`src/rtl/xlat_pkg.sv`:
```
package xlat_pkg;

    typedef struct packed {
        logic usr;
        logic exe;
        logic wr;
        logic rd;
    } rights_t;

    typedef enum logic [1:0] {
        ACC_LOAD  = 2'd0,
        ACC_STORE = 2'd1,
        ACC_FETCH = 2'd2,
        ACC_ALT   = 2'd3
    } acc_kind_e;

endpackage

```
`src/rtl/xlat_rights_chk.sv`:
```
module xlat_rights_chk
    import xlat_pkg::*;
(
    input  rights_t    rights,
    input  logic [1:0] kind,
    input  logic       user,
    output logic       violation
);
    logic granted;

    always_comb begin
        unique case (acc_kind_e'(kind))
            ACC_STORE: granted = rights.wr;
            ACC_FETCH: granted = rights.exe;
            default:   granted = rights.rd;
        endcase
        violation = !granted || (user && !rights.usr);
    end
endmodule

```
`src/rtl/xlat_plru.sv`:
```
module xlat_plru #(
    parameter int WAYS  = 16,
    parameter int IDX_W = $clog2(WAYS)
) (
    input  logic             clk,
    input  logic             rst_n,
    input  logic             touch_en,
    input  logic [IDX_W-1:0] touch_idx,
    output logic [IDX_W-1:0] victim
);
    localparam int NODES = WAYS - 1;

    typedef struct packed {
        logic [NODES-1:0] tree;
    } plru_state_t;

    plru_state_t st_d, st_q;

    always_comb begin
        int node;
        st_d   = st_q;
        victim = '0;
        node   = 0;
        for (int lv = 0; lv < IDX_W; lv++) begin
            victim[IDX_W-1-lv] = st_q.tree[node];
            node = 2 * node + 1 + int'(st_q.tree[node]);
        end
        if (touch_en) begin
            node = 0;
            for (int lv = 0; lv < IDX_W; lv++) begin
                st_d.tree[node] = !touch_idx[IDX_W-1-lv];
                node = 2 * node + 1 + int'(touch_idx[IDX_W-1-lv]);
            end
        end
    end

    always_ff @(posedge clk or negedge rst_n) begin
        if (!rst_n) st_q <= '0;
        else        st_q <= st_d;
    end
endmodule

```
`src/rtl/xlat_slot_array.sv`:
```
module xlat_slot_array
    import xlat_pkg::*;
#(
    parameter int N      = 16,
    parameter int VPN_W  = 20,
    parameter int PPN_W  = 20,
    parameter int ASID_W = 8,
    parameter int IDX_W  = $clog2(N)
) (
    input  logic              clk,
    input  logic              rst_n,
    input  logic [VPN_W-1:0]  lk_vpn,
    input  logic [ASID_W-1:0] lk_asid,
    output logic [N-1:0]      lk_match,
    input  logic [VPN_W-1:0]  fl_vpn,
    input  logic [ASID_W-1:0] fl_asid,
    output logic [N-1:0]      fl_match,
    output logic [N-1:0]      valid_o,
    input  logic [IDX_W-1:0]  rd_idx,
    output logic [PPN_W-1:0]  rd_ppn,
    output rights_t           rd_rights,
    input  logic              wr_en,
    input  logic [IDX_W-1:0]  wr_idx,
    input  logic [PPN_W-1:0]  wr_ppn,
    input  rights_t           wr_rights,
    input  logic              inv_one,
    input  logic              inv_all,
    input  logic [VPN_W-1:0]  inv_vpn
);
    typedef struct packed {
        logic [N-1:0]             valid;
        logic [N-1:0][VPN_W-1:0]  vpn;
        logic [N-1:0][ASID_W-1:0] asid;
        logic [N-1:0][PPN_W-1:0]  ppn;
        rights_t [N-1:0]          rights;
    } slots_t;

    slots_t sl_d, sl_q;

    for (genvar g = 0; g < N; g++) begin : g_cmp
        assign lk_match[g] = sl_q.valid[g] && (sl_q.vpn[g] == lk_vpn)
                             && (sl_q.asid[g] == lk_asid);
        assign fl_match[g] = sl_q.valid[g] && (sl_q.vpn[g] == fl_vpn)
                             && (sl_q.asid[g] == fl_asid);
    end

    assign valid_o   = sl_q.valid;
    assign rd_ppn    = sl_q.ppn[rd_idx];
    assign rd_rights = sl_q.rights[rd_idx];

    always_comb begin
        sl_d = sl_q;
        if (inv_all) begin
            sl_d.valid = '0;
        end else if (inv_one) begin
            for (int i = 0; i < N; i++) begin
                if (sl_q.vpn[i] == inv_vpn) sl_d.valid[i] = 1'b0;
            end
        end
        if (wr_en) begin
            sl_d.valid[wr_idx]  = 1'b1;
            sl_d.vpn[wr_idx]    = fl_vpn;
            sl_d.asid[wr_idx]   = fl_asid;
            sl_d.ppn[wr_idx]    = wr_ppn;
            sl_d.rights[wr_idx] = wr_rights;
        end
    end

    always_ff @(posedge clk or negedge rst_n) begin
        if (!rst_n) sl_q <= '0;
        else        sl_q <= sl_d;
    end
endmodule

```
`src/rtl/xlat_cache.sv`:
```
module xlat_cache
    import xlat_pkg::*;
#(
    parameter int VA_W      = 32,
    parameter int PA_W      = 32,
    parameter int PAGE_BITS = 12,
    parameter int ENTRIES   = 16,
    parameter int ASID_W    = 8,
    parameter int VPN_W     = VA_W - PAGE_BITS,
    parameter int PPN_W     = PA_W - PAGE_BITS
) (
    input  logic              clk,
    input  logic              rst_n,
    input  logic              lk_valid,
    input  logic [VA_W-1:0]   lk_vaddr,
    input  logic [ASID_W-1:0] lk_asid,
    input  logic [1:0]        lk_kind,
    input  logic              lk_user,
    output logic              lk_hit,
    output logic              lk_fault,
    output logic [PA_W-1:0]   lk_paddr,
    output logic              walk_req,
    input  logic              fill_valid,
    input  logic [VPN_W-1:0]  fill_vpn,
    input  logic [ASID_W-1:0] fill_asid,
    input  logic [PPN_W-1:0]  fill_ppn,
    input  logic [3:0]        fill_perm,
    input  logic              inv_one,
    input  logic              inv_all,
    input  logic [VPN_W-1:0]  inv_vpn
);
    localparam int IDX_W = $clog2(ENTRIES);

    logic [VPN_W-1:0]   lk_vpn;
    logic [ENTRIES-1:0] lk_match, fl_match, slot_valid;
    logic [IDX_W-1:0]   hit_idx, fill_idx, lru_victim, free_idx, same_idx;
    logic [PPN_W-1:0]   hit_ppn;
    rights_t            hit_rights;
    logic               collide, matched, rights_bad, any_free, touch_en;
    logic [IDX_W-1:0]   touch_idx;

    assign lk_vpn = lk_vaddr[VA_W-1:PAGE_BITS];

    xlat_slot_array #(
        .N(ENTRIES), .VPN_W(VPN_W), .PPN_W(PPN_W), .ASID_W(ASID_W)
    ) u_slots (
        .clk(clk), .rst_n(rst_n),
        .lk_vpn(lk_vpn), .lk_asid(lk_asid), .lk_match(lk_match),
        .fl_vpn(fill_vpn), .fl_asid(fill_asid), .fl_match(fl_match),
        .valid_o(slot_valid),
        .rd_idx(hit_idx), .rd_ppn(hit_ppn), .rd_rights(hit_rights),
        .wr_en(fill_valid), .wr_idx(fill_idx), .wr_ppn(fill_ppn),
        .wr_rights(rights_t'(fill_perm)),
        .inv_one(inv_one), .inv_all(inv_all), .inv_vpn(inv_vpn)
    );

    xlat_rights_chk u_rights (
        .rights(hit_rights), .kind(lk_kind), .user(lk_user),
        .violation(rights_bad)
    );

    xlat_plru #(.WAYS(ENTRIES)) u_plru (
        .clk(clk), .rst_n(rst_n),
        .touch_en(touch_en), .touch_idx(touch_idx), .victim(lru_victim)
    );

    always_comb begin
        hit_idx  = '0;
        same_idx = '0;
        free_idx = '0;
        any_free = 1'b0;
        for (int i = 0; i < ENTRIES; i++) begin
            if (lk_match[i]) hit_idx  = IDX_W'(i);
            if (fl_match[i]) same_idx = IDX_W'(i);
        end
        for (int i = ENTRIES - 1; i >= 0; i--) begin
            if (!slot_valid[i]) begin
                free_idx = IDX_W'(i);
                any_free = 1'b1;
            end
        end
        if (|fl_match)    fill_idx = same_idx;
        else if (any_free) fill_idx = free_idx;
        else              fill_idx = lru_victim;
    end

    assign collide  = fill_valid && (fill_vpn == lk_vpn) && (fill_asid == lk_asid);
    assign matched  = lk_valid && (|lk_match) && !collide;
    assign lk_hit   = matched;
    assign walk_req = lk_valid && !matched;
    assign lk_fault = matched && rights_bad;
    assign lk_paddr = matched ? {hit_ppn, lk_vaddr[PAGE_BITS-1:0]} : '0;

    assign touch_en  = fill_valid || matched;
    assign touch_idx = fill_valid ? fill_idx : hit_idx;
endmodule

```
`config.mk`:
```
export PLATFORM = sky130hd
export DESIGN_NAME = xlat_cache
export DESIGN_NICKNAME = d
export VERILOG_FILES = /design/src/rtl/xlat_pkg.sv /design/src/rtl/xlat_rights_chk.sv /design/src/rtl/xlat_plru.sv /design/src/rtl/xlat_slot_array.sv /design/src/rtl/xlat_cache.sv
export SDC_FILE = /design/constraint.sdc
export NUM_CORES = 2
export LEC_CHECK = 0
export BUFFER_PORTS_ARGS = -buffer_cell sky130_fd_sc_hd__buf_2
export CAP_MARGIN = 5
export CORE_UTILIZATION = 25
export CTS_CLUSTER_SIZE = 8
export DETAILED_ROUTE_END_ITERATION = 8
export GPL_TIMING_DRIVEN = 1
export PLACE_DENSITY_LB_ADDON = 0.05
export SLEW_MARGIN = 20
export SYNTH_ARGS = -nofsm -noshare
export SYNTH_HDL_FRONTEND = slang
export SYNTH_SLANG_ARGS = --single-unit
```
`constraint.sdc`:
```
create_clock -name clk -period 11.3 [get_ports clk]
set_clock_uncertainty 0.05 [all_clocks]
set_input_delay 2.26 -clock clk [delete_from_list [all_inputs] [get_ports clk]]
set_output_delay 2.26 -clock clk [all_outputs]
set_load 0.1 [all_outputs]
```
# Yosys cells after proc, flatten, opt, wreduce, memory -nomap -nowiden
# Index checks and enable logic that the tools add are counted.
dict set report totals {
  regBits 863
}
dict set report op_classes {
  add_sub_neg 10
  n_lt_le_gt_ge 12
  n_eq_ne 84
  mux 120
  n_bitwise 1
  n_reduce_logical 87
}
# cell n
set ops {}
lappend ops {{$eq A20 B20 Y1} 49}
lappend ops {{$mux W848} 1}
lappend ops {{$bwmux W320} 2}
lappend ops {{$eq A8 B8 Y1} 33}
lappend ops {{$mux W4} 49}
lappend ops {{$lt A32 B6 Y1 const B} 6}
lappend ops {{$add A32 B2 Y32} 4}
lappend ops {{$add A32 B2 Y32 const B} 4}
lappend ops {{$bwmux W128} 1}
lappend ops {{$ge A32 B1 Y1 const B} 3}
lappend ops {{$bmux W20 S4} 1}
lappend ops {{$demux W20 S4} 1}
lappend ops {{$logic_and A1 B1 Y1} 75}
lappend ops {{$bwmux W64} 1}
lappend ops {{$bwmux W15} 3}
lappend ops {{$mux W1} 44}
lappend ops {{$mux W20} 2}
lappend ops {{$demux W8 S4} 1}
lappend ops {{$mux W16} 2}
lappend ops {{$mux W32} 1}
lappend ops {{$reduce_or A16 Y1} 2}
lappend ops {{$bmux W4 S4} 1}
lappend ops {{$demux W1 S4} 4}
lappend ops {{$demux W4 S4} 1}
lappend ops {{other kinds (11)} 23}

# Logic depth before layout (Yosys ltp)
dict set report depth {
  depth_word 30
  mapped_depth 18
  depth_no_buf 15
}

# Hierarchy
# From an unflattened synthesis, not the netlist that was laid out.
dict set report unflattened {
  cells_unflattened 4259
  hier_area_um2 51191.6
}
# mod n_inst cells_per_inst area_per_inst_um2 seq_area_each_um2
set by_module_without_submodules {}
lappend by_module_without_submodules {xlat_slot_array 1 3935 48622.9 21220.4}
lappend by_module_without_submodules {xlat_plru 1 145 1391.3 375.4}
lappend by_module_without_submodules {xlat_cache 1 171 1112.3 0.0}
lappend by_module_without_submodules {xlat_rights_chk 1 8 65.1 0.0}

# Least setup slack after synthesis
# OpenSTA, ideal clock, no wires.
dict set report synth_path {
  path_kind {input to output}
  startpoint {input lk_asid[7]}
  endpoint {output lk_fault}
  arrival_ns 6.689
  path_slack_ns 2.301
  stages 12
  n_path_buf 2
  path_cell_list {buf_2 xor2_1 or4_1 nor4_1 o211ai_1 o311a_2 o221ai_4 buf_4 mux2_1 a211oi_1 o31ai_1 o41ai_2}
}
dict set report synth_via {
  elab_chain_cells 23
}
# item line_no
set synth_lines {}
lappend synth_lines {{start, declared} xlat_cache.sv:16} ;# input logic [ASID_W-1:0] lk_asid,
lappend synth_lines {{$eq A8 B8 Y1} xlat_slot_array.sv:42} ;# && (sl_q.asid[g] == lk_asid);
lappend synth_lines {{$logic_and A1 B1 Y1} xlat_slot_array.sv:42}
lappend synth_lines {{$mux W1} xlat_cache.sv:73} ;# if (lk_match[i]) hit_idx = IDX_W'(i);
lappend synth_lines {{$mux W4 (14 in a row)} xlat_cache.sv:73}
lappend synth_lines {{$bmux W4 S4} xlat_slot_array.sv:49} ;# assign rd_rights = sl_q.rights[rd_idx];
lappend synth_lines {{$mux W4 (not written as such)} xlat_slot_array.sv:49}
lappend synth_lines {{$pmux W1 S2 / $logic_not A1 Y1 (equally long branches)} {xlat_rights_chk.sv:12, xlat_rights_chk.sv:17}}
lappend synth_lines {{$logic_not A1 Y1 / $logic_and A1 B1 Y1 (equally long branches)} xlat_rights_chk.sv:17} ;# violation = !granted || (user && !rights.usr);
lappend synth_lines {{$logic_or A1 B1 Y1} xlat_rights_chk.sv:17}
lappend synth_lines {{$logic_and A1 B1 Y1 *} xlat_cache.sv:91} ;# assign lk_fault = matched && rights_bad;
lappend synth_lines {{end, declared} xlat_cache.sv:20} ;# output logic lk_fault,
# Mark *: on every way between the ends. The rest lies on a longest branch, timed or not. The select of a mux whose other input is x is not followed.

# Final worst setup path
dict set report layout_path {
  startpoint {input lk_vaddr[26]}
  endpoint {output lk_fault}
}
dict set report layout_via {
  elab_chain_cells 24
}
# item line_no
set layout_lines {}
lappend layout_lines {{start, declared} xlat_cache.sv:15} ;# input logic [VA_W-1:0] lk_vaddr,
lappend layout_lines {{$eq A20 B20 Y1} xlat_slot_array.sv:41} ;# assign lk_match[g] = sl_q.valid[g] && (sl_q.vpn[g] == lk_vpn)
lappend layout_lines {{$logic_and A1 B1 Y1} xlat_slot_array.sv:41}
lappend layout_lines {{$logic_and A1 B1 Y1} xlat_slot_array.sv:42}
lappend layout_lines {{$mux W1} xlat_cache.sv:73}
lappend layout_lines {{$mux W4 (14 in a row)} xlat_cache.sv:73}
lappend layout_lines {{$bmux W4 S4} xlat_slot_array.sv:49}
lappend layout_lines {{$mux W4 (not written as such)} xlat_slot_array.sv:49}
lappend layout_lines {{$pmux W1 S2 / $logic_not A1 Y1 (equally long branches)} {xlat_rights_chk.sv:12, xlat_rights_chk.sv:17}}
lappend layout_lines {{$logic_not A1 Y1 / $logic_and A1 B1 Y1 (equally long branches)} xlat_rights_chk.sv:17}
lappend layout_lines {{$logic_or A1 B1 Y1} xlat_rights_chk.sv:17}
lappend layout_lines {{$logic_and A1 B1 Y1 *} xlat_cache.sv:91}
# Marked as above.

==> metrics.md <==
| Metric | Value |
|---|---|
| TritonCTS clock tree | `built` |
| CP peak stage delay | `between 0.7 and 0.8 ns` |
| Number of global-route vias before repair | `40059` |
| Vias/cell | `approximately 5.1` |
| Startpoint Class | `input pin` |
| Final Hold Fails | `0` |
| Buffers and inverters on the worst path | `3` |
| Crit path kind | `in -> out` |
| Clk buf depth | `3` |
| Postcts setup bufs | `0` |
| Yosys top cell area share | `approximately two fifths` |
| Largest area contributor in the netlist | `dfrtp_1` |
| CTS Buf Count | `120` |
| Most frequent cell after synthesis | `dfrtp_1` |
| Synthesized area | `around 0.053 mm^2` |
| Async set or reset register ratio after synthesis | `between 90% and 100%` |
| # nets final | `approximately 4900` |
| Final HPWL DP | `between 150000 and 200000 um` |
| Die X | `approximately 460 um` |
| Port bufs | `between 150 and 200` |
| WL/cell | `between 30 and 40 um` |
| Core ar. | `0.212 mm^2` |
| Synth cell count leaders | `dfrtp_1 (863), xnor2_1 (823), mux2_2 (640), xor2_1 (413), nand4_1 (286)` |
| Critical Path Slowest Stage Cell | `o21ai_1` |
| Setup_tns | `0 ns` |
| Post-Syn Instances | `between 4000 and 5000` |
| Setup ws final | `0.923 ns` |
| Post-synth top flop | `dfrtp_1` |
| Die height | `about 460 um` |
| Sequential fraction of the synthesis area | `between 40% and 50%` |
| Clock Latency Late Sink | `~0.80 ns` |
| Mapped Nets | `approximately 4900` |
| Post-Place Cell Area | `~0.057 mm^2` |
| Top cells by area, synth | `dfrtp_1 (41%), xnor2_1 (14%), mux2_2 (14%), xor2_1 (6.8%), mux2_1 (6.0%)` |
| Pwr dens | `approximately 160 mW/mm^2` |
| Synthesized area per cell | `11.3 um^2` |
| Starting density of the core | `about a quarter` |
| # IOs | `between 150 and 200` |
| CTS HTree Levels | `3` |
| Post-synth cell types | `87` |
| Worst-path fanout max | `11` |
| Initial antenna violation count | `18` |
| Root Driver | `clkbuf_16` |
| Routed Antenna Nets | `0` |
| GRT overflow | `0` |
| # placed instances | `around 7500` |
| Global-route wire length before repair | `roughly 360000 um` |
| Final setup fails | `0` |
| Status | `completed` |
| Area of the multi-input gates | `around 0.03 mm^2` |
| Clk pin slew, worst setup/hold paths | `~0.05 ns` |
| Peak Freq | `between 90 and 100 MHz` |
| Worst EP required | `8.99 ns` |
| Area growth syn-to-layout | `13.3%` |
| Pleak | `about 25 nW` |
| # resized after CTS | `0` |
| Crit share post-route | `about nine tenths` |
| Fin cells | `about 7600` |
| Post-synth EDFFs | `0` |
| Seq cells post-synth | `roughly 860` |
| Peak supply drop | `around 0.13 mV` |
| Drt first pass iters | `5` |
| Overall routed net length | `258000 um` |
| Most frequent CP cell | `buf_2` |
| Worst Tran Pin Value | `~1.2 ns` |
| Filler cells | `~22000` |
| Delay-heaviest family, CP | `compound AO/OA/AOI/OAI gates` |
| Post-layout min period | `10.38 ns` |
| Max-slew headroom | `between 20 and 25%` |
| 1st-iter DRT viols | `3057` |
| Cell row count | `~170` |
| Clk sinks | `about 860` |
| Post-CTS Hold Buffers | `0` |
| Crit path DAT | `~8 ns` |
| Via count | `between 30000 and 40000` |
| RePlAce Congestion | `0.896` |
| Reg area | `0.0216 mm^2` |
| Max Cap Viol | `0` |
| Final Max Slew Viols | `0` |
| DRC | `0` |
| Finished layout cell area | `~0.060 mm^2` |
| Area of the die | `0.215 mm^2` |
| Overall routing resource usage | `a little under a quarter` |
| Worst path cell trace | `buf_2, buf_4, xnor2_1, nand4_1, nor4_1, a2111oi_0, o21ai_0, a21boi_2, o21ai_1, nand2_1, nor2_1, o21bai_1, a211o_1, o41ai_2, buf_2` |
| Critical Path End Type | `primary output` |
| RSZ-0062 raised after global routing | `no` |
| Post-Place Setup Slack | `1.07 ns` |
| Share of layout cells above drive strength 1 | `24.0%` |
| Hold WC Path Type | `reg -> reg` |
| Largest net degree at the start of global routing | `144` |
| Synth warnings | `0` |
## state kept, by name, summed over array words and instances (netlist names)
register	flops
u_plru.st_q	15
u_slots.sl_q	832
u_slots.valid_o	16
## where the power goes
| part | switching [W] | leakage, nW | total (W) | internal [W] |
|---|---|---|---|---|
| Sequential | 0.000484 | 11.6 | 0.00397 | 0.00349 |
| Combinational | 0.00115 | 12.2 | 0.00209 | 0.000942 |
| Clock | 0.00151 | 1.59 | 0.00342 | 0.00191 |
## worst paths after layout
kind                              startpoint           endpoint  slack, ns  cells past startpoint
setup / recovery                lk_vaddr[26]           lk_fault       0.92                     15
hold / removal             u_slots.sl_q[235]  u_slots.sl_q[235]       0.43                      1
setup reg to reg              u_plru.st_q[0]  u_slots.sl_q[479]       5.16                     13
hold reg to reg            u_slots.sl_q[235]  u_slots.sl_q[235]       0.43                      1
max in group asynchronous              rst_n  u_slots.sl_q[178]       7.60                      3
min in group asynchronous              rst_n  u_slots.sl_q[592]       1.47                      1
## metrics by stage
step,total power (W),utilization [%],hold slack (ns)
2_1_floorplan,0.00528,-,0.390
3_3_place_gp,0.00611,26.9,0.418
3_5_place_dp,0.00610,26.9,0.425
4_1_cts,0.00961,28.5,0.439
5_1_grt,0.00992,28.5,0.444
6_report,0.00948,28.5,0.434
## routing by layer
| layer | up-vias | GRT usage, % | routed length [um] |
|---|---|---|---|
| met1 | 20490 | 32.3 | 118000 |
| met3 | 417 | 3.24 | 10900 |
| met5 | - | 0 | 126 |
| met2 | 1186 | 38.2 | 119000 |
| li1 | 16743 | - | - |
| met4 | 20 | 8.43 | 10300 |
## cell families (layout without fill, tap and decap cells)
group	after synthesis	count (layout)	synth area share (%)
AO/OA/AOI/OAI	287	287	3.74
XOR/XNOR	1237	1237	20.3
adder cells (fa/ha/maj)	10	10	0.235
buffers and inverters	430	521	4.36
flip-flops	863	863	40.5
multiplexers	1025	1025	21.4
other	0	2	0
AND/OR/NAND/NOR	871	871	9.35
## area by class of cell
cell class                 count  area share, %
antenna                        2        0.00829
clock buffer                 142           5.16
clock inverter                 7          0.292
inverter                      40          0.249
multi-input combinational   3430           48.8
sequential                   863           35.8
tap                         2821           5.85
timing repair buffer         332           3.84
## placed cells by master, fill, tap and decap left out, types with 7 or more instances in the layout
master       n
or2_4        8
nor4_1     168
ha_1        10
nand2b_1    21
buf_4      161
nor4b_1      7
nand3_1     46
nor3_1      25
xnor2_1    823
dfrtp_1    863
nor3b_1     15
mux2_2     640
clkbuf_1    19
or3_1        7
a31o_2       7
buf_2      154
o211ai_1    10
buf_12      16
inv_1       39
a21oi_1     97
or2_2       10
o21ai_0     24
mux2_1     282
a2111oi_0   42
nor2_4       8
a31oi_1     25
or4_1        7
xor2_1     413
nand2_1     79
and4_1      12
nor2_1     125
nand4_1    286
clkbuf_16  120
and2_1      18
mux2i_1    102
No activity file was read; power rests on OpenSTA's default activity.
